### src/rtl/frame4_pkg.sv
package frame4_pkg;

    localparam int STATE_W = 3;

    typedef enum logic [STATE_W-1:0] {
        ST_IDLE  = 3'b000,
        ST_HEAD0 = 3'b001,
        ST_HEAD1 = 3'b101,
        ST_DEAD2 = 3'b011,
        ST_LIVE2 = 3'b111,
        ST_DEAD3 = 3'b010,
        ST_LIVE3 = 3'b110
    } frame4_state_e;

endpackage

### src/rtl/frame4_next.sv
module frame4_next
    import frame4_pkg::*;
(
    input  frame4_state_e cur_i,
    input  logic          bit_i,
    output frame4_state_e nxt_o
);

    // Transition table; the spare code 100 falls back to IDLE.
    always_comb begin
        unique case (cur_i)
            ST_IDLE:  nxt_o = bit_i ? ST_HEAD1 : ST_HEAD0;
            ST_HEAD0: nxt_o = bit_i ? ST_LIVE2 : ST_DEAD2;
            ST_HEAD1: nxt_o = bit_i ? ST_DEAD2 : ST_LIVE2;
            ST_DEAD2: nxt_o = ST_DEAD3;
            ST_LIVE2: nxt_o = bit_i ? ST_LIVE3 : ST_DEAD3;
            ST_DEAD3: nxt_o = ST_IDLE;
            ST_LIVE3: nxt_o = ST_IDLE;
            default:  nxt_o = ST_IDLE;
        endcase
    end

endmodule

### src/rtl/frame4_out.sv
module frame4_out
    import frame4_pkg::*;
(
    input  frame4_state_e cur_i,
    input  logic          bit_i,
    output logic          match_o
);

    // Mealy output: only the last bit of a live frame can complete a match.
    always_comb begin
        unique case (cur_i)
            ST_LIVE3: match_o = ~bit_i;
            default:  match_o = 1'b0;
        endcase
    end

endmodule

### src/rtl/frame4_recognizer.sv
module frame4_recognizer
    import frame4_pkg::*;
(
    input  logic               clk_i,
    input  logic               rst_i,
    input  logic               bit_i,
    output logic               match_o,
    output logic [STATE_W-1:0] state_o
);

    frame4_state_e state_q;
    frame4_state_e state_d;

    frame4_next u_next (
        .cur_i (state_q),
        .bit_i (bit_i),
        .nxt_o (state_d)
    );

    frame4_out u_out (
        .cur_i   (state_q),
        .bit_i   (bit_i),
        .match_o (match_o)
    );

    always_ff @(posedge clk_i) begin
        if (rst_i) begin
            state_q <= ST_IDLE;
        end else begin
            state_q <= state_d;
        end
    end

    assign state_o = state_q;

    // reset lands in IDLE with the output low
    a_r1_reset_idle: assert property (@(posedge clk_i)
        rst_i |=> (state_o == 3'b000 && !match_o));

    // spare code never reached
    a_r2_no_spare_code: assert property (@(posedge clk_i) disable iff (rst_i)
        state_o != 3'b100);

    // a frame's first bit leaves IDLE for a head state
    a_r3_leave_idle: assert property (@(posedge clk_i) disable iff (rst_i)
        (state_q == ST_IDLE) |=> (state_q == ST_HEAD0 || state_q == ST_HEAD1));

    // second bit reaches a depth-two state
    a_r4_depth_two: assert property (@(posedge clk_i) disable iff (rst_i)
        (state_q == ST_HEAD0 || state_q == ST_HEAD1) |=>
        (state_q == ST_DEAD2 || state_q == ST_LIVE2));

    // third bit reaches a depth-three state
    a_r5_depth_three: assert property (@(posedge clk_i) disable iff (rst_i)
        (state_q == ST_DEAD2 || state_q == ST_LIVE2) |=>
        (state_q == ST_DEAD3 || state_q == ST_LIVE3));

    // frame closes back to IDLE
    a_r6_frame_close: assert property (@(posedge clk_i) disable iff (rst_i)
        (state_q == ST_DEAD3 || state_q == ST_LIVE3) |=> (state_q == ST_IDLE));

    // a hit follows a LIVE2 cycle that saw a 1
    a_r7_hit_history: assert property (@(posedge clk_i) disable iff (rst_i)
        match_o |-> ($past(state_q) == ST_LIVE2 && $past(bit_i)));

    // no hit before the fourth bit
    a_r8_quiet_early: assert property (@(posedge clk_i) disable iff (rst_i)
        (state_q != ST_LIVE3 && state_q != ST_DEAD3) |-> !match_o);

endmodule

### config.mk
export PLATFORM = sky130hd
export DESIGN_NAME = frame4_recognizer
export DESIGN_NICKNAME = d
export VERILOG_FILES = /design/src/rtl/frame4_pkg.sv /design/src/rtl/frame4_next.sv /design/src/rtl/frame4_out.sv /design/src/rtl/frame4_recognizer.sv
export SDC_FILE = /design/constraint.sdc
export NUM_CORES = 1
export LEC_CHECK = 0
export BUFFER_PORTS_ARGS = -buffer_cell sky130_fd_sc_hd__buf_2
export CORE_AREA = 5 5 42 44
export DETAILED_ROUTE_END_ITERATION = 16
export DIE_AREA = 0 0 47 49
export PLACE_DENSITY = 0.3
export REMOVE_ABC_BUFFERS = 1
export SKIP_CTS_REPAIR_TIMING = 1
export SYNTH_ARGS = -nofsm -noshare
export SYNTH_HDL_FRONTEND = slang
export SYNTH_SLANG_ARGS = --single-unit
### constraint.sdc
create_clock -name clk_i -period 1.1 [get_ports clk_i]
set_input_delay 0.055 -clock clk_i [delete_from_list [all_inputs] [get_ports clk_i]]
set_output_delay 0.055 -clock clk_i [all_outputs]
set_load 0.01 [all_outputs]
## Word level (Yosys, flattened, before mapping)

Index checks and enable logic that the tools add are counted.

| word-level totals | value |
|---|---|
| bits in registers | 3 |
| input port bits | 3 |
| output and inout bits | 4 |
| logic and storage cells | 14 |

| operators by class | value |
|---|---|
| equality and inequality tests | 5 |
| multiplexer cells | 6 |
| bitwise gates (word level) | 1 |
| reduce and logical (&&, ||, !) cells | 1 |

Operator list:

| kind | number |
|---|---|
| $pmux 3 s5 | 1 |
| $mux 3 | 4 |
| $eq 3x3->1 const B | 3 |
| $eq 3x1->1 const B | 1 |
| $eq 3x2->1 const B | 1 |
| $logic_not 3->1 | 1 |
| $mux 1 | 1 |
| $not 1->1 | 1 |

## Depth between registers and ports, before layout

Gate-level depths: netlist (run 1).

| logic depth | value |
|---|---|
| depth in word-level cells | 2 |
| mapped depth | 2 |

## Cells and area by module

Synthesis (run 1) repeated with hierarchy kept, for this count alone.

| second synthesis, totals | value |
|---|---|
| cell total of the unflattened synthesis | 13 |
| area, all modules | 126.4 um^2 |

Modules (own cells, without submodules):

| module | times used | cells each | area each (um^2) |
|---|---|---|---|
| frame4_recognizer | 1 | 6 | 78.8 |
| frame4_next | 1 | 6 | 35.0 |
| frame4_out | 1 | 1 | 12.5 |

## Worst setup path after synthesis (run 1)

Ideal clock, no wire load.

| path | value |
|---|---|
| path kind | reg2reg |
| from | register state_q[1], in the netlist state_o[1] |
| to | register state_q[2], in the netlist state_o[2] |
| arrival time | 0.857 ns |
| data required time | 1.026 ns |
| slack | 0.169 ns |
| stages on the path, launching flop included | 3 |
| path buffers | 0 |
| cell sequence | dfxtp_1 -> or3b_1 -> a31oi_1 |

| on the way | value |
|---|---|
| cells in the longest elaborated chain, start to end | 2 |
| elaborated cells between the ends (all ways) | 6 |
| those cells by class | eq/ne (4); mux (1); reduce/logical (1) |

RTL lines:

| element | RTL line | text |
|---|---|---|
| from (decl) | frame4_recognizer.sv:11 | `frame4_state_e state_q;` |
| from (signal assigned) | frame4_recognizer.sv:30 | `state_q <= state_d;` |
| $eq 3x3->1 (tied with other cells) | frame4_next.sv:11 | `unique case (cur_i)` |
| $pmux 3 s5 (*) | frame4_next.sv:11 |  |

Mark *: on every way between the ends. The rest lies on a longest branch, timed or not.
A chain may end at the register's enable or synchronous reset.

## Final worst setup path (run 1)

| path | value |
|---|---|
| from | register state_q[2], in the netlist state_o[2] |
| to | output port match_o |

| on the way | value |
|---|---|
| cells in the longest elaborated chain, start to end | 2 |

RTL lines:

| element | RTL line | text |
|---|---|---|
| $eq 3x3->1 | frame4_out.sv:11 | `unique case (cur_i)` |
| $mux 1 | frame4_out.sv:11 |  |
| to (decl) | frame4_recognizer.sv:7 | `output logic match_o,` |

Every way passes these cells.

==> summary.md, run 1 <==
| Metric | Value |
|---|---|
| Port bufs | `6` |
| HP Class | `input port to flip-flop` |
| Largest register FFs | `3` |
| Setup crit start kind | `flip-flop` |
| Area of the core | `1400 sq um` |
| Crit-path cells | `nor2b_4 -> and3b_2 -> buf_6` |
| Worst-Skew Late Latency | `230 ps` |
| Delay-heaviest family, CP | `flip-flops` |
| Syn avg cell area | `10.9 sq um` |
| Gate Count Post-Synth | `11` |
| Yosys cell types | `8` |
| Reg-to-reg slack, setup | `between 100 and 150 ps` |
| Initial drt markers | `0` |
| Non-Filler Instances | `38` |
| Area leader, netlist | `dfxtp_1` |
| GP Congestion | `between 0.5 and 0.6` |
| Fill count | `about 160` |
| Crit share post-route | `96.9%` |
| Post-Route Utilization | `15.9%` |
| I/O pins | `7` |
| Placed insts | `33` |
| First-pass GRT wire length | `489 um` |
| Antenna viol nets, final | `0` |
| Synth-to-layout area growth | `85.4%` |
| Final max-slew violation count | `0` |
| H-tree depth | `1` |
| Synth top area share | `50.0%` |
| Num CTS Buffers | `3` |
| Crit path DAT | `roughly 1000 ps` |
| Max Fclk | `around 940 MHz` |
| Vias in the first global route | `115` |
| Yosys reg bits | `3` |
| Post-Route Skew | `3.10 ps` |
| Hpwl dp | `238 um` |
| CTS Root Cell | `clkbuf_4` |
| Total number of vias | `135` |
| WP buf/inv | `1` |
| Grt total ovfl | `0` |
| Vias/cell | `3.55` |
| Sink Count | `3` |
| Max Cap Violations | `0` |
| Worst Tran Pin Value | `157 ps` |
| Register area share after synthesis | `about half` |
| Largest net degree at the start of global routing | `7` |
| Kind of critical path | `flip-flop to primary output` |
| Worst path max stage delay | `~350 ps` |
| Mapped Area | `120 sq um` |
| CP Max Fanout | `5` |
| Die area | `~2300 sq um` |
| Initial antenna violation count | `0` |
| Max Buffers Root-to-Sink | `2` |
| Routed WL | `362 um` |
| Syn. warnings | `0` |
| Worst reg-to-reg path cell count | `2` |
| PwrDens | `1630 nW/um^2` |
| Synth top area cells | `dfxtp_1 (50%), nor2b_1 (10%), nand4bb_1 (9.4%)` |
| Die width | `47 um` |
| Slowest CP cell | `dfxtp_4` |
| DR WL/cell | `9.53 um` |
| Max rail drop VDD | `0.000424 V` |
| Pre-antenna DRT Iters | `1` |
| Starting density of the core | `under 10%` |
| Diodes inserted | `0` |
| Die height | `49 um` |
| Min cycle time layout | `about 1100 ps` |
| GRT Overall Usage | `3.66%` |
| CTS tree | `built` |
| Layout Nets | `26` |
| Endpoints failing setup | `0` |
| Drc violations | `0` |
| WHS Path Cells | `2` |
| Share of cells above drive strength 1 | `63.6%` |
| Endpoint kind of the worst setup timing path | `primary output` |
| WP data required | `1040 ps` |
| Rows | `14` |
| Static Leak | `0.0961 nW` |
| Relative slew slack | `89.4%` |
| CTS clk-pin slew, worst paths | `40 ps` |
| Crit path depth | `3` |
| Status | `finished clean` |
| Final hold violations | `0` |
==> per-layer routing <==
layer	part of all wire, %	global-route usage (%)
met3	13	4.43
met5	0	0
met4	0	4.15
met2	31	2.26
met1	55	4.62
==> cell usage after synthesis <==
library cell	n
nand4_1	1
nor3_1	1
nand4bb_1	1
or3b_1	1
a31oi_1	1
and3b_2	1
dfxtp_1	3
nor2b_1	2
==> path summary, 6_finish.rpt <==
check               end        from
min reg2reg  state_o[0]  state_o[1]
max             match_o  state_o[2]
min          state_o[2]       rst_i
max reg2reg  state_o[2]  state_o[1]
==> placed cells by master, fill, tap and decap left out <==
master     netlist  routed
a31oi_1          1       1
and3b_2          1       1
buf_2            0       5
buf_4            0       1
buf_6            0       1
clkbuf_1         0       1
clkbuf_4         0       3
dfxtp_1          3       1
dfxtp_2          0       1
dfxtp_4          0       1
nand4_1          1       1
nand4bb_1        1       1
nor2b_1          2       1
nor2b_4          0       1
nor3_1           1       1
or3b_1           1       1
==> cells by family (layout without fill, tap and decap cells) <==
kind of cell           after synthesis  after routing  synth area share, %
AND/OR/NAND/NOR                      7              7                 44.8
flip-flops                           3              3                 50.0
AO/OA/AOI/OAI                        1              1                 5.21
buffers and inverters                0             11                    0
==> where the power goes <==
| part | total [W] | switching [W] | internal (W) |
|---|---|---|---|
| Combinational | 0.0000383 | 0.0000160 | 0.0000223 |
| Clock | 0.000193 | 0.0000571 | 0.000136 |
| Sequential | 0.000131 | 0.0000125 | 0.000118 |
| Total | 0.000362 | 0.0000856 | 0.000277 |
==> metrics by stage <==
step	power (W)	TNS (ps)	cell area [sq um]	setup slack (ps)	hold WS, ps
6_report	0.000362	0	223	33.6	17.0
4_1_cts	0.000362	-82.5	196	-82.5	13.7
3_5_place_dp	0.000161	0	170	149	257
5_1_grt	0.000389	-2.69	223	-2.69	16.3
2_1_floorplan	0.000144	0	120	169	124
3_3_place_gp	0.000161	0	170	143	255
==> cell type report <==
type	instances	area [sq um]	area share (%)
flip-flops and latches	3	65.1	29.2
well taps	16	20.0	8.99
repair buffers	7	43.8	19.7
multi-input cells	8	67.6	30.3
clock buffers	4	26.3	11.8
No activity file was read; power rests on OpenSTA's default activity.
==> inputs of run 2 (changes only) <==
- CAP_MARGIN: not set -> 20
- MAX_ROUTING_LAYER: not set -> met4
==> run 2 against run 1 <==
Register-to-register slack barely moved. Routed wire length rose by 0.28%. Cell count did not move. Critical path type unchanged.
==> summary.md, run 2 (synthesis results as in run 1) <==
| Metric | Value |
|---|---|
| Register area | `65.1 sq um (unchanged)` |
| GP Congestion | `0.573 (was 0.570)` |
| GR Util met1 | `4.62% (unchanged)` |
| Diodes inserted | `0 (unchanged)` |
| Drc violations | `0 (unchanged)` |
| Initial drt markers | `0 (unchanged)` |
| First-pass GRT wire length | `489 um (unchanged)` |
| Die area | `2300 sq um (unchanged)` |
| CTS Root Cell | `clkbuf_4 (unchanged)` |
| Num CTS Buffers | `3 (unchanged)` |
| Multi-input logic area | `67.6 sq um (unchanged)` |
| GRT Overall Usage | `3.75% (was 3.66%)` |
| Non-Filler Instances | `38 (unchanged)` |
| Layout Nets | `26 (unchanged)` |
| Post-Route Skew | `3.12 ps (was 3.10 ps)` |
| Most frequent cells in the layout | `buf_2 (5), clkbuf_4 (3) (unchanged)` |
| Grt total ovfl | `0 (unchanged)` |
| Max Buffers Root-to-Sink | `2 (unchanged)` |
| Hpwl dp | `238 um (unchanged)` |
| Met2 track utilization from global routing | `2.26% (unchanged)` |
| Largest register FFs | `3 (unchanged)` |
| Max Fclk | `938 MHz (about the same)` |
| Die width | `47 um (unchanged)` |
| Vias/cell | `3.61 (was 3.55)` |
| Synth-to-layout area growth | `85.4% (unchanged)` |
| Post-Route Utilization | `15.9% (unchanged)` |
| Endpoints failing setup | `0 (unchanged)` |
| Area of the core | `1400 sq um (unchanged)` |
| Rows | `14 (unchanged)` |
| Worst-Skew Late Latency | `230 ps (about the same)` |
| Kind of critical path | `flip-flop to primary output (unchanged)` |
| Largest net degree at the start of global routing | `7 (unchanged)` |
| Relative slew slack | `89.4% (about the same)` |
| Crit share post-route | `96.9% (about the same)` |
| Initial antenna violation count | `0 (unchanged)` |
| CTS clk-pin slew, worst paths | `40 ps (about the same)` |
| Commonest non-fill, non-tap cell in the layout | `buf_2 (unchanged)` |
| Sink Count | `3 (unchanged)` |
| Starting density of the core | `8.57% (unchanged)` |
| Routed WL | `363 um (was 362 um)` |
| Max rail drop VDD | `0.000424 V (about the same)` |
| PwrDens | `1630 nW/um^2 (about the same)` |
| DR WL/cell | `9.55 um (was 9.53 um)` |
| Crit path DAT | `1010 ps (about the same)` |
| Layer with the highest usage | `met1 (unchanged)` |
| Static Leak | `0.0961 nW (unchanged)` |
| Final hold violations | `0 (unchanged)` |
| I/O pins | `7 (unchanged)` |
| CP Max Fanout | `5 (unchanged)` |
| Status | `finished clean (unchanged)` |
| Vias in the first global route | `114 (was 115)` |
| Port bufs | `6 (unchanged)` |
| Die height | `49 um (unchanged)` |
| Dpl ws | `149 ps (unchanged)` |
| Antenna viol nets, final | `0 (unchanged)` |
| HP Class | `input port to flip-flop (unchanged)` |
| CTS tree | `built (unchanged)` |
| Share of cells above drive strength 1 | `63.6% (unchanged)` |
| Fill count | `164 (unchanged)` |
| Min cycle time layout | `1070 ps (about the same)` |
| Worst Tran Pin Value | `157 ps (about the same)` |
| Setup crit start kind | `flip-flop (unchanged)` |
| Worst reg-to-reg path cell count | `2 (unchanged)` |
| H-tree depth | `1 (unchanged)` |
| Minimum hold slack | `15.8 ps (was 17.0 ps)` |
| Setup ws final | `33.8 ps (was 33.6 ps)` |
| WP data required | `1040 ps (about the same)` |
| Endpoint kind of the worst setup timing path | `primary output (unchanged)` |
| M3 GR Usage | `4.43% (unchanged)` |
| Placed insts | `33 (unchanged)` |
| Max Cap Violations | `0 (unchanged)` |
| Total number of vias | `137 (was 135)` |
| Pre-antenna DRT Iters | `1 (unchanged)` |
| WHS Path Cells | `2 (unchanged)` |
| Final max-slew violation count | `0 (unchanged)` |
[run 2: final timing paths]
kind | startpoint | end | slack, ps
setup / recovery | state_o[2] | match_o | 30
hold / removal | rst_i | state_o[2] | 20
setup reg to reg | state_o[1] | state_o[2] | 120
hold reg to reg | state_o[1] | state_o[0] | 510
[run 2: cell type report]
| class | count | area share (%) |
|---|---|---|
| Timing Repair Buffer | 7 | 19.7 |
| Clock buffer | 4 | 11.8 |
| Multi-Input combinational cell | 8 | 30.3 |
| Tap cell | 16 | 8.99 |
| Sequential cell | 3 | 29.2 |
[run 2: routing by layer]
layer  vias up  share of wire [%]
met3         2                 14
met4         0                1.4
met5         -                  0
met2         7                 30
li1         67                  -
met1        61                 54
[run 2: critical path: stages, from the launching register on]
cell	delay [ps]
dfxtp_4	350
nor2b_4	120
and3b_2	190
buf_6	110
[run 2: stage by stage]
step / area (sq um) / setup TNS, ps / power [W]
4_1_cts: 196 / -82.5 / 0.000362
6_report: 223 / 0 / 0.000362
5_1_grt: 223 / -2.69 / 0.000389
2_1_floorplan: 120 / 0 / 0.000144
3_5_place_dp: 170 / 0 / 0.000161
3_3_place_gp: 170 / 0 / 0.000161
[run 2: where the power goes]
| group | internal (W) | switching [W] |
|---|---|---|
| Clock | 0.000136 | 0.0000571 |
| Sequential | 0.000118 | 0.0000125 |
| Combinational | 0.0000223 | 0.0000160 |
| Total | 0.000277 | 0.0000856 |
